File: src/rtl/mseq_pkg.sv
package mseq_pkg;
  localparam int UA_W    = 4;
  localparam int OP_W    = 6;
  localparam int CAUSE_W = 5;

  typedef logic [UA_W-1:0] uaddr_t;

  localparam logic [1:0] ALU_ADD = 2'b00, ALU_SUB = 2'b01, ALU_FUN = 2'b10, ALU_OR = 2'b11;
  localparam logic [2:0] B_RT = 3'b000, B_FOUR = 3'b001, B_SX = 3'b010, B_SXSH = 3'b011, B_ZX = 3'b100;
  localparam logic [1:0] D_NONE = 2'b00, D_TGT = 2'b01, D_RD = 2'b10, D_RT = 2'b11;
  localparam logic [2:0] M_NONE = 3'b000, M_RD_PC = 3'b001, M_RD_ALU = 3'b010,
                         M_WR_ALU = 3'b011, M_LD_RT = 3'b100;
  localparam logic [1:0] P_NONE = 2'b00, P_ALU = 2'b01, P_COND = 2'b10, P_JMP = 2'b11;
  localparam logic [1:0] S_FETCH = 2'b00, S_DISP = 2'b01, S_INC = 2'b10;

  localparam uaddr_t UA_FETCH = 4'd0,  UA_DECODE = 4'd1,  UA_BEQ    = 4'd2,  UA_JUMP   = 4'd3;
  localparam uaddr_t UA_RT_EX = 4'd4,  UA_RT_WB  = 4'd5,  UA_ORI_EX = 4'd6,  UA_ORI_WB = 4'd7;
  localparam uaddr_t UA_LW_AD = 4'd8,  UA_LW_MEM = 4'd9,  UA_LW_WB  = 4'd10, UA_SW_AD  = 4'd11;
  localparam uaddr_t UA_SW_MEM = 4'd12, UA_UNDEF = 4'd13, UA_OVF    = 4'd14;

  localparam logic [OP_W-1:0] OPC_RTYPE = 6'b000000, OPC_LW = 6'b100011, OPC_SW = 6'b101011,
                              OPC_ORI = 6'b001101, OPC_BEQ = 6'b000100, OPC_J = 6'b000010;

  localparam logic [CAUSE_W-1:0] CAUSE_RI = 5'd10, CAUSE_OVF = 5'd12;

  typedef struct packed {
    logic [1:0] alu;
    logic       src1;
    logic [2:0] src2;
    logic [1:0] dest;
    logic [2:0] mem;
    logic       irw;
    logic [1:0] pcw;
    logic [1:0] seq;
  } uinst_t;

  function automatic uinst_t uop(logic [1:0] alu, logic s1, logic [2:0] s2, logic [1:0] d,
                                 logic [2:0] m, logic irw, logic [1:0] pcw, logic [1:0] sq);
    uop = '{alu: alu, src1: s1, src2: s2, dest: d, mem: m, irw: irw, pcw: pcw, seq: sq};
  endfunction
endpackage

File: src/rtl/mseq_rom.sv
module mseq_rom
  import mseq_pkg::*;
(
  input  uaddr_t upc_i,
  output uinst_t word_o
);
  always_comb begin
    unique case (upc_i)
      UA_FETCH:  word_o = uop(ALU_ADD, 1'b0, B_FOUR, D_NONE, M_RD_PC,  1'b1, P_ALU,  S_INC);
      UA_DECODE: word_o = uop(ALU_ADD, 1'b0, B_SXSH, D_TGT,  M_NONE,   1'b0, P_NONE, S_DISP);
      UA_BEQ:    word_o = uop(ALU_SUB, 1'b1, B_RT,   D_NONE, M_NONE,   1'b0, P_COND, S_FETCH);
      UA_JUMP:   word_o = uop(ALU_ADD, 1'b0, B_RT,   D_NONE, M_NONE,   1'b0, P_JMP,  S_FETCH);
      UA_RT_EX:  word_o = uop(ALU_FUN, 1'b1, B_RT,   D_NONE, M_NONE,   1'b0, P_NONE, S_INC);
      UA_RT_WB:  word_o = uop(ALU_FUN, 1'b1, B_RT,   D_RD,   M_NONE,   1'b0, P_NONE, S_FETCH);
      UA_ORI_EX: word_o = uop(ALU_OR,  1'b1, B_ZX,   D_NONE, M_NONE,   1'b0, P_NONE, S_INC);
      UA_ORI_WB: word_o = uop(ALU_OR,  1'b1, B_ZX,   D_RT,   M_NONE,   1'b0, P_NONE, S_FETCH);
      UA_LW_AD:  word_o = uop(ALU_ADD, 1'b1, B_SX,   D_NONE, M_NONE,   1'b0, P_NONE, S_INC);
      UA_LW_MEM: word_o = uop(ALU_ADD, 1'b1, B_SX,   D_NONE, M_RD_ALU, 1'b0, P_NONE, S_INC);
      UA_LW_WB:  word_o = uop(ALU_ADD, 1'b1, B_SX,   D_NONE, M_LD_RT,  1'b0, P_NONE, S_FETCH);
      UA_SW_AD:  word_o = uop(ALU_ADD, 1'b1, B_SX,   D_NONE, M_NONE,   1'b0, P_NONE, S_INC);
      UA_SW_MEM: word_o = uop(ALU_ADD, 1'b1, B_SX,   D_NONE, M_WR_ALU, 1'b0, P_NONE, S_FETCH);
      default:   word_o = uop(ALU_ADD, 1'b0, B_RT,   D_NONE, M_NONE,   1'b0, P_NONE, S_FETCH);
    endcase
  end
endmodule

File: src/rtl/mseq_dispatch.sv
module mseq_dispatch
  import mseq_pkg::*;
(
  input  logic [OP_W-1:0] opcode_i,
  output uaddr_t          target_o
);
  always_comb begin
    unique case (opcode_i)
      OPC_RTYPE: target_o = UA_RT_EX;
      OPC_LW:    target_o = UA_LW_AD;
      OPC_SW:    target_o = UA_SW_AD;
      OPC_ORI:   target_o = UA_ORI_EX;
      OPC_BEQ:   target_o = UA_BEQ;
      OPC_J:     target_o = UA_JUMP;
      default:   target_o = UA_UNDEF;
    endcase
  end
endmodule

File: src/rtl/mseq_next.sv
module mseq_next
  import mseq_pkg::*;
(
  input  logic       clk_i,
  input  logic       rst_ni,
  input  logic [1:0] seq_i,
  input  uaddr_t     disp_i,
  input  logic       ovf_i,
  output uaddr_t     upc_o
);
  uaddr_t upc_q, upc_d;

  always_comb begin
    unique case (seq_i)
      S_DISP:  upc_d = disp_i;
      S_INC:   upc_d = upc_q + uaddr_t'(1);
      default: upc_d = UA_FETCH;
    endcase
    // overflow is only sampled in the first R-type word
    if (upc_q == UA_RT_EX && ovf_i) upc_d = UA_OVF;
  end

  always_ff @(posedge clk_i or negedge rst_ni) begin
    if (!rst_ni) upc_q <= UA_FETCH;
    else         upc_q <= upc_d;
  end

  assign upc_o = upc_q;
endmodule

File: src/rtl/mseq_decode.sv
module mseq_decode
  import mseq_pkg::*;
(
  input  logic                clk_i,
  input  logic                rst_ni,
  input  uaddr_t              upc_i,
  input  logic [1:0]          dest_i,
  input  logic [2:0]          mem_i,
  input  logic [1:0]          pcw_i,
  input  logic                zero_i,
  output logic                reg_wr_o,
  output logic                mem_to_reg_o,
  output logic                reg_dst_o,
  output logic                target_wr_o,
  output logic                mem_rd_o,
  output logic                mem_wr_o,
  output logic                iord_o,
  output logic                pc_wr_o,
  output logic                pc_wr_cond_o,
  output logic [1:0]          pc_src_o,
  output logic                exc_o,
  output logic [CAUSE_W-1:0]  exc_cause_o
);
  logic pc_uncond;

  always_comb begin
    target_wr_o  = (dest_i == D_TGT);
    reg_dst_o    = (dest_i == D_RD);
    mem_to_reg_o = (mem_i == M_LD_RT);
    reg_wr_o     = (dest_i == D_RD) || (dest_i == D_RT) || mem_to_reg_o;
    mem_rd_o     = (mem_i == M_RD_PC) || (mem_i == M_RD_ALU);
    mem_wr_o     = (mem_i == M_WR_ALU);
    iord_o       = (mem_i == M_RD_ALU) || (mem_i == M_WR_ALU);
  end

  always_comb begin
    pc_uncond    = 1'b0;
    pc_wr_cond_o = 1'b0;
    pc_src_o     = 2'b00;
    unique case (pcw_i)
      P_ALU:   pc_uncond = 1'b1;
      P_COND:  begin pc_wr_cond_o = 1'b1; pc_src_o = 2'b01; end
      P_JMP:   begin pc_uncond = 1'b1; pc_src_o = 2'b10; end
      default: ;
    endcase
    pc_wr_o = pc_uncond || (pc_wr_cond_o && zero_i);
  end

  always_comb begin
    exc_o       = 1'b0;
    exc_cause_o = '0;
    if (upc_i == UA_UNDEF) begin exc_o = 1'b1; exc_cause_o = CAUSE_RI;  end
    if (upc_i == UA_OVF)   begin exc_o = 1'b1; exc_cause_o = CAUSE_OVF; end
  end


  beq_gate_chk: assert property (@(posedge clk_i) disable iff (!rst_ni)
    (pc_wr_cond_o && !zero_i) |-> !pc_wr_o);

  mem_port_chk: assert property (@(posedge clk_i) disable iff (!rst_ni)
    $onehot0({mem_rd_o, mem_wr_o, mem_to_reg_o}));

  exc_quiet_chk: assert property (@(posedge clk_i) disable iff (!rst_ni)
    exc_o |-> !(reg_wr_o || mem_rd_o || mem_wr_o || pc_wr_o || target_wr_o));
endmodule

File: src/rtl/mseq_ctrl.sv
module mseq_ctrl
  import mseq_pkg::*;
(
  input  logic                clk_i,
  input  logic                rst_ni,
  input  logic [OP_W-1:0]     opcode_i,
  input  logic                zero_i,
  input  logic                ovf_i,
  output logic [1:0]          alu_op_o,
  output logic                alu_sel_a_o,
  output logic [2:0]          alu_sel_b_o,
  output logic                reg_wr_o,
  output logic                mem_to_reg_o,
  output logic                reg_dst_o,
  output logic                target_wr_o,
  output logic                mem_rd_o,
  output logic                mem_wr_o,
  output logic                iord_o,
  output logic                ir_wr_o,
  output logic                pc_wr_o,
  output logic                pc_wr_cond_o,
  output logic [1:0]          pc_src_o,
  output logic                exc_o,
  output logic [CAUSE_W-1:0]  exc_cause_o
);
  uaddr_t upc, disp;
  uinst_t word;

  mseq_rom u_rom (.upc_i(upc), .word_o(word));

  mseq_dispatch u_disp (.opcode_i(opcode_i), .target_o(disp));

  mseq_next u_next (
    .clk_i(clk_i), .rst_ni(rst_ni), .seq_i(word.seq),
    .disp_i(disp), .ovf_i(ovf_i), .upc_o(upc)
  );

  mseq_decode u_dec (
    .clk_i(clk_i), .rst_ni(rst_ni), .upc_i(upc),
    .dest_i(word.dest), .mem_i(word.mem), .pcw_i(word.pcw), .zero_i(zero_i),
    .reg_wr_o(reg_wr_o), .mem_to_reg_o(mem_to_reg_o), .reg_dst_o(reg_dst_o),
    .target_wr_o(target_wr_o), .mem_rd_o(mem_rd_o), .mem_wr_o(mem_wr_o),
    .iord_o(iord_o), .pc_wr_o(pc_wr_o), .pc_wr_cond_o(pc_wr_cond_o),
    .pc_src_o(pc_src_o), .exc_o(exc_o), .exc_cause_o(exc_cause_o)
  );

  assign alu_op_o    = word.alu;
  assign alu_sel_a_o = word.src1;
  assign alu_sel_b_o = word.src2;
  assign ir_wr_o     = word.irw;


  fetch_dec_chk: assert property (@(posedge clk_i) disable iff (!rst_ni)
    ir_wr_o |=> (target_wr_o && !ir_wr_o));

  exc_ret_chk: assert property (@(posedge clk_i) disable iff (!rst_ni)
    exc_o |=> (ir_wr_o && mem_rd_o && !exc_o));

  ovf_trap_chk: assert property (@(posedge clk_i) disable iff (!rst_ni)
    (alu_op_o == ALU_FUN && !reg_wr_o && ovf_i) |=> (exc_o && exc_cause_o == CAUSE_OVF));
endmodule

File: config.mk
export PLATFORM = sky130hd
export DESIGN_NAME = mseq_ctrl
export DESIGN_NICKNAME = d
export VERILOG_FILES = /design/src/rtl/mseq_pkg.sv /design/src/rtl/mseq_rom.sv /design/src/rtl/mseq_dispatch.sv /design/src/rtl/mseq_next.sv /design/src/rtl/mseq_decode.sv /design/src/rtl/mseq_ctrl.sv
export SDC_FILE = /design/constraint.sdc
export NUM_CORES = 1
export LEC_CHECK = 0
export BUFFER_PORTS_ARGS = -buffer_cell sky130_fd_sc_hd__buf_2
export CORE_MARGIN = 2
export CORE_UTILIZATION = 48
export DETAILED_ROUTE_END_ITERATION = 7
export GPL_TIMING_DRIVEN = 0
export PLACE_DENSITY = 0.83
export SLEW_MARGIN = 15
export SYNTH_ARGS = -nofsm -noshare
export SYNTH_HDL_FRONTEND = slang
export SYNTH_SLANG_ARGS = --single-unit
File: constraint.sdc
create_clock -name clk_i -period 3.65 [get_ports clk_i]
set_clock_uncertainty 0.05 [all_clocks]
set_input_delay 0.73 -clock clk_i [delete_from_list [all_inputs] [get_ports clk_i]]
set_output_delay 0.73 -clock clk_i [all_outputs]
set_load 0.02 [all_outputs]
==> flow_summary.json <==
{
  "final-hold-violation-count": 0,
  "path_class": "flop to primary output",
  "crit_fanout": 7,
  "ys_seq_elements": 4,
  "postRouteAntennaNets": 0,
  "synth_top_area_share_pct": 14.5,
  "final_util_pct": 67.6,
  "globalRouteOverflowTotal": 0,
  "grt_pass1_vias": 695,
  "via_per_inst": 5.51,
  "worstHoldPathType": "input port to async pin",
  "syn_area_um2": 691,
  "dr.first_iter.drc_count": 14,
  "dp_hpwl_um": 1400,
  "path_buf_inv": 2,
  "vdd_drop_max_v": 0.000535,
  "critPathMaxStageDelay_ns": 0.48,
  "cap_violations": 0,
  "crit_path_start_kind": "flop",
  "r2r-start": "u_next.upc_o[0]",
  "cts_root_buffer": "clkbuf_4",
  "path_delay_family": "simple AND/OR/NAND/NOR gates",
  "grt_usage_pct": 21.3,
  "num_rows": 13,
  "required_ns": 2.87,
  "tns_ns": 0,
  "tritoncts.num_buffers": 3,
  "synth_cell_types": 37,
  "clk_latency_ns": 0.23,
  "finalWirelength_um": 1750,
  "yosysTopAreaCell": "dfrtp_1",
  "synth_edf_count": 0,
  "die_x_um": 41.9,
  "first_pass_iters": 4,
  "num_antenna_cells": 0,
  "vias": 799,
  "endpoint_kind": "primary output",
  "seq_area_frac_synth_pct": 14.5,
  "synth-main-ff-cell": "dfrtp_1",
  "cts_buffer_depth": 2,
  "die_area_um2": 1760,
  "cts_sinks": 4,
  "finalCritPeriodShare_pct": 74.6,
  "path_clk_slew_ns": 0.04,
  "postSynth.asyncResetShare_pct": 100,
  "synthTopCellsByCount": "9 x nand2_1, 9 x nor2_1, 6 x ha_1",
  "cts_resized": 0,
  "gp_congestion": 0.875,
  "io-pin-count": 34,
  "setup_viol": 0,
  "synthTopCellsByArea": "dfrtp_1 14%, ha_1 11%, nand2_1 4.9%",
  "die_y_um": 41.9,
  "grt_pass1_wl_um": 3000,
  "largest_reg_flops": 4,
  "cts.hold.buffers_added": 0,
  "critPathArrivalTime_ns": 1.94,
  "crit_slowest_cell": "dfrtp_1",
  "drv_slew": 0,
  "crit_start": "u_next.upc_o[0]",
  "syn_inst": 95,
  "routedWlPerCell_um": 12.0,
  "worst-path-stages": 6,
  "powerDensity_nw_per_um2": 646,
  "drive_gt1_share_pct": 33.8,
  "rsz0062_at_grt": "no",
  "cts_tree": "done",
  "max_freq_ghz": 0.367,
  "drcViolationCount": 0,
  "yosysWarnings": 0,
  "place.port_buffers": 31,
  "initial_core_util_pct": 52.4,
  "fin_nets": 148,
  "outcome": "completed",
  "antenna_found_initial": 0,
  "syn_avg_cell_area_um2": 7.27,
  "htree_num_levels": 1,
  "leakagePower_nw": 0.506,
  "area_growth_pct": 29.0,
  "r2r_cells": 9,
  "min_period_ns": 2.72,
  "crit_chain": "inv_1, ha_1, nand2b_1, or2_2, a21oi_1, buf_2",
  "core_um2": 1320,
  "grt_max_degree": 11,
  "post_cts_buffers": 0
}
## metal layers
metal / GRT usage, % / wire length [µm] / share of wire, %
met5: 0 / 0 / 0
met3: 2.61 / 73 / 4.2
met4: 5.81 / 0 / 0
met2: 39.7 / 914 / 52
met1: 25.1 / 760 / 44
## cells in the final DEF, fill, tap and decap left out, types with 2 or more instances in the layout
cell type  Yosys  final
a211o_1        2      2
a21o_1         4      4
a21oi_1        5      5
and2_1         2      2
and3_1         4      4
buf_2          3     34
buf_4          3      3
clkbuf_4       0      3
conb_1         1      2
dfrtp_1        4      4
ha_1           6      6
inv_1          5      5
nand2_1        9      9
nand3_1        3      3
nand4b_1       2      2
nor2_1         9      9
nor2b_1        3      3
nor3_1         4      4
nor3b_1        2      2
nor4_1         2      2
o21ai_0        2      2
or2_2          3      3
xnor2_1        2      2
## final timing paths
path / endpoint / slack (ns)
setup / recovery: mem_rd_o / 0.93
hold / removal: u_next.upc_o[1] / 0.25
hold reg to reg: u_next.upc_o[0] / 0.67
max in group asynchronous: u_next.upc_o[0] / 3.19
setup reg to reg: u_next.upc_o[1] / 1.21
min in group clk_i: u_next.upc_o[0] / 0.67
## through the flow
| stage | hold WS, ns | power (mW) | std cells | worst slack [ns] | cell area (µm²) |
|---|---|---|---|---|---|
| 2_1_floorplan | 0.384 | 0.400 | 96 | 1.30 | 694 |
| 3_3_place_gp | 0.484 | 0.510 | 142 | 1.25 | 868 |
| 3_5_place_dp | 0.485 | 0.524 | 142 | 1.16 | 868 |
| 4_1_cts | 0.243 | 0.579 | 145 | 0.916 | 891 |
| 5_1_grt | 0.252 | 0.632 | 145 | 0.774 | 891 |
| 6_report | 0.248 | 0.576 | 145 | 0.926 | 891 |
## cell families after synthesis
family,share of synthesized area [%]
AND/OR/NAND/NOR,38.0
AO/OA/AOI/OAI,22.1
adder cells (fa/ha/maj),10.9
other,0.543
XOR/XNOR,3.81
flip-flops,14.5
multiplexers,1.45
buffers and inverters,8.69
## power breakdown
group / internal, mW / switching (mW) / leakage [nW]
logic: 0.169 / 0.279 / 0.438
clock network: 0.0365 / 0.0148 / 0.0138
registers: 0.0581 / 0.0183 / 0.0533
## cell type report
class	count	area [µm²]
tap	15	18.8
inverter	5	18.8
clock buffer	3	22.5
multi-input combinational	80	534
timing repair buffer	31	155
sequential	4	100
buffer	7	41.3
fill	127	427
No activity file was read; power rests on OpenSTA's default activity.
